===== config.mk =====
export PLATFORM = sky130hd
export DESIGN_NAME = clkfs_router
export DESIGN_NICKNAME = d
export VERILOG_FILES = /design/src/rtl/clkfs_pkg.sv /design/src/rtl/pin_route_cell.sv /design/src/rtl/fs_stretch.sv /design/src/rtl/clkfs_router.sv
export SDC_FILE = /design/constraint.sdc
export NUM_CORES = 1
export LEC_CHECK = 0
export CELL_PAD_IN_SITES_DETAIL_PLACEMENT = 1
export CELL_PAD_IN_SITES_GLOBAL_PLACEMENT = 2
export CORE_MARGIN = 5
export CORE_UTILIZATION = 14
export DETAILED_ROUTE_END_ITERATION = 12
export PLACE_DENSITY = 0.84
export SYNTH_ARGS = -nofsm -noshare
export SYNTH_HDL_FRONTEND = slang
export SYNTH_HIERARCHICAL = 1
export SYNTH_SLANG_ARGS = --single-unit

===== constraint.sdc =====
create_clock -name clk -period 2.3 [get_ports clk]
set_input_delay 0.69 -clock clk [delete_from_list [all_inputs] [get_ports clk]]
set_output_delay 0.69 -clock clk [all_outputs]
set_load 0.1 [all_outputs]

===== src/rtl/clkfs_pkg.sv =====
package clkfs_pkg;

   // Pad polarity: a set bit inverts between the pad and the active-high
   // internal domain, in either direction.
   function automatic logic pad_polarity(input logic sig, input logic inv);
      return sig ^ inv;
   endfunction

endpackage


===== src/rtl/pin_route_cell.sv =====
module pin_route_cell
   import clkfs_pkg::*;
(
   input  logic pin_i,
   input  logic gen_sig,
   input  logic alt_sig,
   input  logic use_alt,
   input  logic drive,
   input  logic inv,
   output logic int_sig,
   output logic pin_o,
   output logic pin_oe
);

   logic from_pad;

   // Pad-sourced value converted into the internal convention.
   assign from_pad = pad_polarity(pin_i, inv);

   always_comb begin
      if (use_alt)
         int_sig = alt_sig;
      else if (drive)
         int_sig = gen_sig;
      else
         int_sig = from_pad;
   end

   // The pad only ever carries the internal value, re-inverted; with the
   // enable low the pad is an input (high impedance from this side).
   assign pin_o  = pad_polarity(int_sig, inv);
   assign pin_oe = drive;

endmodule


===== src/rtl/fs_stretch.sv =====
module fs_stretch #(
   parameter int PULSE_BITS = 1
) (
   input  logic clk,
   input  logic rst_n,
   input  logic copy_i,
   input  logic tick_i,
   output logic fs_o
);

   logic pend_q;
   logic act_q;
   logic start;

   initial assert (PULSE_BITS >= 1) else $error("PULSE_BITS must be at least 1");

   // A pending or same-cycle copy launches the pulse at a bit tick.
   assign start = tick_i & (pend_q | copy_i);

   always_ff @(posedge clk or negedge rst_n) begin
      if (!rst_n)
         pend_q <= 1'b0;
      else if (start)
         pend_q <= 1'b0;
      else if (copy_i)
         pend_q <= 1'b1;
   end

   generate
      if (PULSE_BITS == 1) begin : g_single
         always_ff @(posedge clk or negedge rst_n) begin
            if (!rst_n)
               act_q <= 1'b0;
            else if (start)
               act_q <= 1'b1;
            else if (tick_i)
               act_q <= 1'b0;
         end

         // an active pulse ends at the next tick that does not restart it
         p_single_end_r7: assert property (@(posedge clk) disable iff (!rst_n)
            (act_q && tick_i && !start) |=> !act_q);
      end else begin : g_count
         localparam int CW = $clog2(PULSE_BITS);
         logic [CW-1:0] left_q;

         always_ff @(posedge clk or negedge rst_n) begin
            if (!rst_n) begin
               act_q  <= 1'b0;
               left_q <= '0;
            end else if (start) begin
               act_q  <= 1'b1;
               left_q <= CW'(PULSE_BITS - 1);
            end else if (tick_i && act_q) begin
               if (left_q == '0)
                  act_q <= 1'b0;
               else
                  left_q <= left_q - 1'b1;
            end
         end

         // the pulse never ends while bit periods remain
         p_count_hold_r7: assert property (@(posedge clk) disable iff (!rst_n)
            (act_q && (left_q != '0) && !start) |=> act_q);
      end
   endgenerate

   assign fs_o = act_q;

   // a launched pulse is visible after the launching edge
   p_start_r7: assert property (@(posedge clk) disable iff (!rst_n)
      start |=> fs_o);

   // without a tick the pulse level cannot change
   p_hold_r7: assert property (@(posedge clk) disable iff (!rst_n)
      !tick_i |=> $stable(fs_o));

endmodule


===== src/rtl/clkfs_router.sv =====
module clkfs_router
   import clkfs_pkg::*;
#(
   parameter int PULSE_BITS = 1
) (
   input  logic clk,
   input  logic rst_n,
   input  logic txc_drive,
   input  logic rxc_drive,
   input  logic txf_drive,
   input  logic rxf_drive,
   input  logic txc_inv,
   input  logic rxc_inv,
   input  logic txf_inv,
   input  logic rxf_inv,
   input  logic loopback,
   input  logic gen_fs_mode,
   input  logic clk_stop,
   input  logic pin_txc_i,
   input  logic pin_rxc_i,
   input  logic pin_txf_i,
   input  logic pin_rxf_i,
   input  logic pin_rxd_i,
   input  logic gen_clk,
   input  logic gen_fs,
   input  logic copy_pulse,
   input  logic bit_tick,
   input  logic tx_data,
   output logic pin_txc_o,
   output logic pin_txc_oe,
   output logic pin_rxc_o,
   output logic pin_rxc_oe,
   output logic pin_txf_o,
   output logic pin_txf_oe,
   output logic pin_rxf_o,
   output logic pin_rxf_oe,
   output logic tx_clk_int,
   output logic rx_clk_int,
   output logic tx_fs_int,
   output logic rx_fs_int,
   output logic rx_data_int,
   output logic cfg_err
);

   logic stretch_fs;
   logic tx_fs_src;

   fs_stretch #(.PULSE_BITS(PULSE_BITS)) u_stretch (
      .clk    (clk),
      .rst_n  (rst_n),
      .copy_i (copy_pulse),
      .tick_i (bit_tick),
      .fs_o   (stretch_fs)
   );

   // Internal transmit sync source: generator frame or copy-driven pulse.
   assign tx_fs_src = gen_fs_mode ? gen_fs : stretch_fs;

   pin_route_cell u_txc (
      .pin_i (pin_txc_i), .gen_sig (gen_clk), .alt_sig (1'b0), .use_alt (1'b0),
      .drive (txc_drive), .inv (txc_inv),
      .int_sig (tx_clk_int), .pin_o (pin_txc_o), .pin_oe (pin_txc_oe)
   );

   pin_route_cell u_txf (
      .pin_i (pin_txf_i), .gen_sig (tx_fs_src), .alt_sig (1'b0), .use_alt (1'b0),
      .drive (txf_drive), .inv (txf_inv),
      .int_sig (tx_fs_int), .pin_o (pin_txf_o), .pin_oe (pin_txf_oe)
   );

   pin_route_cell u_rxc (
      .pin_i (pin_rxc_i), .gen_sig (gen_clk), .alt_sig (tx_clk_int), .use_alt (loopback),
      .drive (rxc_drive), .inv (rxc_inv),
      .int_sig (rx_clk_int), .pin_o (pin_rxc_o), .pin_oe (pin_rxc_oe)
   );

   pin_route_cell u_rxf (
      .pin_i (pin_rxf_i), .gen_sig (gen_fs), .alt_sig (tx_fs_int), .use_alt (loopback),
      .drive (rxf_drive), .inv (rxf_inv),
      .int_sig (rx_fs_int), .pin_o (pin_rxf_o), .pin_oe (pin_rxf_oe)
   );

   assign rx_data_int = loopback ? tx_data : pin_rxd_i;

   assign cfg_err = loopback & (~txc_drive | ~txf_drive | clk_stop);

   // the receive side mirrors the transmit side in loopback
   p_loop_clk_r5: assert property (@(posedge clk) disable iff (!rst_n)
      loopback |-> (rx_clk_int == tx_clk_int) && (rx_fs_int == tx_fs_int));

   // receive pads configured as inputs stay undriven in loopback
   p_loop_hiz_r6: assert property (@(posedge clk) disable iff (!rst_n)
      (loopback && !rxc_drive) |-> !pin_rxc_oe);

   // a driven transmit sync pad carries the internal sync with polarity
   p_fs_pad_r4: assert property (@(posedge clk) disable iff (!rst_n)
      (txf_drive && pin_txf_oe) |-> (pin_txf_o == (tx_fs_int ^ txf_inv)));

   // generator frame mode passes the generator sync straight through
   p_gen_fs_r8: assert property (@(posedge clk) disable iff (!rst_n)
      (txf_drive && gen_fs_mode) |-> (tx_fs_int == gen_fs));

   // no error is ever flagged outside loopback
   p_err_loop_r9: assert property (@(posedge clk) disable iff (!rst_n)
      cfg_err |-> loopback);

endmodule


# Yosys cells after proc, flatten, opt, wreduce, memory -nomap -nowiden
# Index checks and enable logic that the tools add are counted.
# word_totals
reg_bits	2
elab_cells	31
# op_classes
reduce_logical	2
muxes	12
bitwise	15
# op_table
op	n
$mux 1	12
$xor 1x1->1	8
$reduce_bool 2->1	2
$or 1x1->1	3
$and 1x1->1	2
$not 1->1	2

# Longest topological paths before layout
# Gate-level depths: netlist of run 1.
# depth
depth_word	4
ltp_mapped	6
ltp_nobuf	6

# Cells and area by module
# The synthesis of run 1 kept the hierarchy.
# modules_own_cells
module	instances	cells_each	area_per_inst_um2
pin_route_cell	4	10	71.3
fs_stretch	1	6	66.3
clkfs_router	1	5	45.0

# Worst setup path after synthesis of run 1
# No wires, ideal clock.
# synth_path
kind	input -> output
from	in gen_fs_mode
to	out pin_rxf_o
cell_stages	6
arrival_time_ns	3.580
slack_ns	-1.970
required_ns	1.610
path_cell_list	mux2_4 > mux2i_1 > o21ai_1 > xor2_1 > nand2_1 > o21ai_1
# synth_between
elab_chain_cells	4
# synth_lines
item	line	source
start, declared	clkfs_router.sv:17	input logic gen_fs_mode,
$mux 1	clkfs_router.sv:57	assign tx_fs_src = gen_fs_mode ? gen_fs : stretch_fs;
$mux 1	pin_route_cell.sv:23	else if (drive)
net tx_fs_int	clkfs_router.sv:39	output logic tx_fs_int,
$mux 1	pin_route_cell.sv:21	if (use_alt)
$xor 1x1->1	clkfs_pkg.sv:6	return sig ^ inv;
end, declared	clkfs_router.sv:35	output logic pin_rxf_o,
# The timed path passes the listed nets, and every way through them passes these cells.

# Worst setup path in the final report of run 1
# layout_path
from	in gen_fs_mode
to	out rx_fs_int
# layout_between
elab_chain_cells	3
# layout_lines
item	line	source
$mux 1	clkfs_router.sv:57	
net tx_fs_src	clkfs_router.sv:46	logic tx_fs_src;
$mux 1	pin_route_cell.sv:23	
$mux 1	pin_route_cell.sv:21	
end, declared	clkfs_router.sv:40	output logic rx_fs_int,
# The timed path passes the listed nets, and every way through them passes these cells.

==> results of run 1 <==
-- cell usage after synthesis --
master / n
xor2_1: 12
nand2_1: 9
mux2i_1: 8
o21ai_1: 8
buf_4: 4
nor2_1: 3
dfrtp_1: 2
mux2_4: 2
a21oi_1: 1
conb_1: 1
o21a_1: 1
-- cell families (layout without fill, tap and decap cells) --
group / count (synthesis) / in the layout / synth area share (%)
buffers and inverters: 4 / 55 / 7.57
other: 1 / 12 / 0.945
DFF: 2 / 2 / 12.6
xor gates and xnor gates: 12 / 12 / 26.5
and+or+nand+nor: 12 / 12 / 11.4
AOI/OAI and AO/OA: 10 / 10 / 13.2
muxes: 10 / 10 / 27.8
-- final timing paths --
path                                              startpoint                      endpoint  slack (ps)  cells past startpoint
worst max-delay path                             gen_fs_mode                     rx_fs_int        -240                      9
worst min-delay path            u_stretch/pend_q$_DFFE_PN0P_  u_stretch/pend_q$_DFFE_PN0P_         490                      2
worst max register to register  u_stretch/pend_q$_DFFE_PN0P_    u_stretch/fs_o$_DFFE_PN0P_        1610                      2
worst min register to register  u_stretch/pend_q$_DFFE_PN0P_  u_stretch/pend_q$_DFFE_PN0P_         490                      2
max in group asynchronous                              rst_n  u_stretch/pend_q$_DFFE_PN0P_        1550                      1
min in group asynchronous                              rst_n    u_stretch/fs_o$_DFFE_PN0P_         630                      1
-- per-layer routing --
metal  track usage [%]  vias up  share of wire (%)
li1                  -      278                  -
met1              7.82      245                 29
met2              17.6       18                 64
met3              2.84        0                6.7
met4              3.90        0                  0
met5                 0        -                  0
-- final cells by class --
type / count / area (µm²)
fill: 309 / 1510
clock buffer: 3 / 22.5
timing repair buffer: 52 / 612
multi-input combinational: 56 / 505
tap: 31 / 38.8
sequential: 2 / 50.0
-- registers in the layout, indices dropped and copies added (netlist names) --
register and cells:
u_stretch/fs_o 1, u_stretch/pend_q 1
-- through the flow --
stage / hold WS (ps) / instance area [µm²]
after detailed placement: 497 / 1120
after floorplan: 394 / 520
after global routing: 550 / 1230
after CTS: 503 / 1220
after global placement: 469 / 1120
final: 492 / 1230
-- what timing repair did --
item                       4_1_cts  5_1_grt
gates cloned                     0        0
hold endpoints to repair         0        0
hold buffers                     0        0
setup endpoints to repair       10        8
buffers inserted                 3        1
gates resized for setup         63        2
pin swaps                       11        3
-- report_power, final --
part | internal (µW) | switching [µW]
Clock | 57.5 | 19.2
Sequential | 38.3 | 1.11
Combinational | 192 | 271
Total | 288 | 291
-- worst reg2reg max path, cell delays in order (launching register included) --
cell     delay (ps)
dfrtp_1         350
nor2_1          140
a21oi_1          90
==> results.md, run 1 <==
- Total GRT Usage: 8.81%
- Post-route insts no fill: 144
- DRC errors left: 0
- Final period utilization: 111%
- TritonCTS buffer count: 3
- Sequential fraction of the synthesis area: 12.6%
- Initial DRC Count: 5
- Max Fclk: 393 MHz
- Total clock sinks: 2
- Routed len/inst: between 10 and 15 µm
- Clock buffer depth: 2
- Setup TNS: -939 ps
- DIE AREA: approximately 4000 µm²
- Setup ws final: -243 ps
- CP Capture Type: primary output
- Global route overflow: 0
- Top cell type's share of synthesized area: 26.5%
- Leakage power: 0.000571 µW
- Power, Total: 579 µW
- Dpl cells: 137
- Die height: 63.2 µm
- Clk root buf: clkbuf_4
- CP max-delay cell: mux2_4
- Crit path max-delay family: buffers and inverters
- Maximum vdd ir drop: roughly 0.28 mV
- Largest cells by area after synthesis: xor2_1 (26%), mux2i_1 (20%), dfrtp_1 (13%), o21ai_1 (10%), nand2_1 (8.5%)
- Final Skew: 2.37 ps
- DRT Pass-1 Iters: 2
- Yosys reg bits: 2
- GP Congestion: 0.634
- # rows: 19
- Yosys Warn Count: 6
- Synth area leader: xor2_1
- RSZ-0062 raised after global routing: true
- Antenna violations before repair: 0
- Startpoint types: input pin
- Type of the worst setup path: in -> out
- Max Cap Viol: 0
- CTS tree: done
- Largest net degree at the start of global routing: 6
- Number of global-route vias before repair: between 600 and 700
- Most frequent cells in the layout: buf_12 (14), conb_1 (12), buf_4 (10)
- Synth cell types: 11
- # IOs: 37
- Post-DRT Antenna Nets: 0
- Final Net Count: 138
- Dpl hpwl: ~1400 µm
- Htree depth: 1
- First-pass GRT wire length: 2820 µm
- PwrDens: 471 nW/µm²
- Most common cell after layout, fill and taps aside: buf_12
- Post-synthesis cell area: 397 µm²
- Status: finished with violations
- WL final: 1660 µm
- Core area: 2730 µm²
- Crit path max fanout: 3
- Share of post-route cells with drive strength above 1: between 50% and 60%
- DP Worst Slack: -732 ps
- Util after Layout: approximately 45%
- Failing checks: setup timing
- Mapped Cells: 51
- Buffers and inverters on the worst path: 4
- Worst Hold Class: reg -> reg
- Crit-path max cell delay: 310 ps
- Hold Vio Cnt, Final: 0
- # setup viols final: 7
- Port Buffer Count: 36
- Synth-to-layout area growth: 210%
- Req. time, crit path: 1610 ps
- Mean post-synth cell area: around 7.8 µm²
- Worst path cell trace: buf_6 > mux2_4 > mux2i_4 > o21ai_4 > buf_4 > buf_6 > nand2_4 > o21ai_4 > buf_12
- Worst skew pair latency: around 220 ps
- Antenna diode count: 0
- Die Width: 63.2 µm
- Via count: approximately 540
- Crit path arrival time: 1850 ps
- Final min period: 2540 ps
- Vias/cell: 3.76
- Starting Density: 14.5%
- Slew Viols, Final: 0
- Clock transition at the registers of the reported paths: 30 ps
Note: power is estimated with default switching activity, not from simulation.
==> inputs of run 2 (changes only) <==
--- a/config.mk
+++ b/config.mk
@@ -10,6 +10,7 @@
 export CORE_MARGIN = 5
 export CORE_UTILIZATION = 14
 export DETAILED_ROUTE_END_ITERATION = 12
+export GPL_TIMING_DRIVEN = 1
 export PLACE_DENSITY = 0.84
 export SYNTH_ARGS = -nofsm -noshare
 export SYNTH_HDL_FRONTEND = slang
==> results of run 2 <==
Same layout as run 1: the final DEF is identical, and so are final timing and power.
==> inputs of run 3 (changes only) <==
--- a/config.mk
+++ b/config.mk
@@ -5,6 +5,7 @@
 export SDC_FILE = /design/constraint.sdc
 export NUM_CORES = 1
 export LEC_CHECK = 0
+export CAP_MARGIN = 15
 export CELL_PAD_IN_SITES_DETAIL_PLACEMENT = 1
 export CELL_PAD_IN_SITES_GLOBAL_PLACEMENT = 2
 export CORE_MARGIN = 5
==> results of run 3 <==
Same layout as run 1: the final DEF is identical, and so are final timing and power.
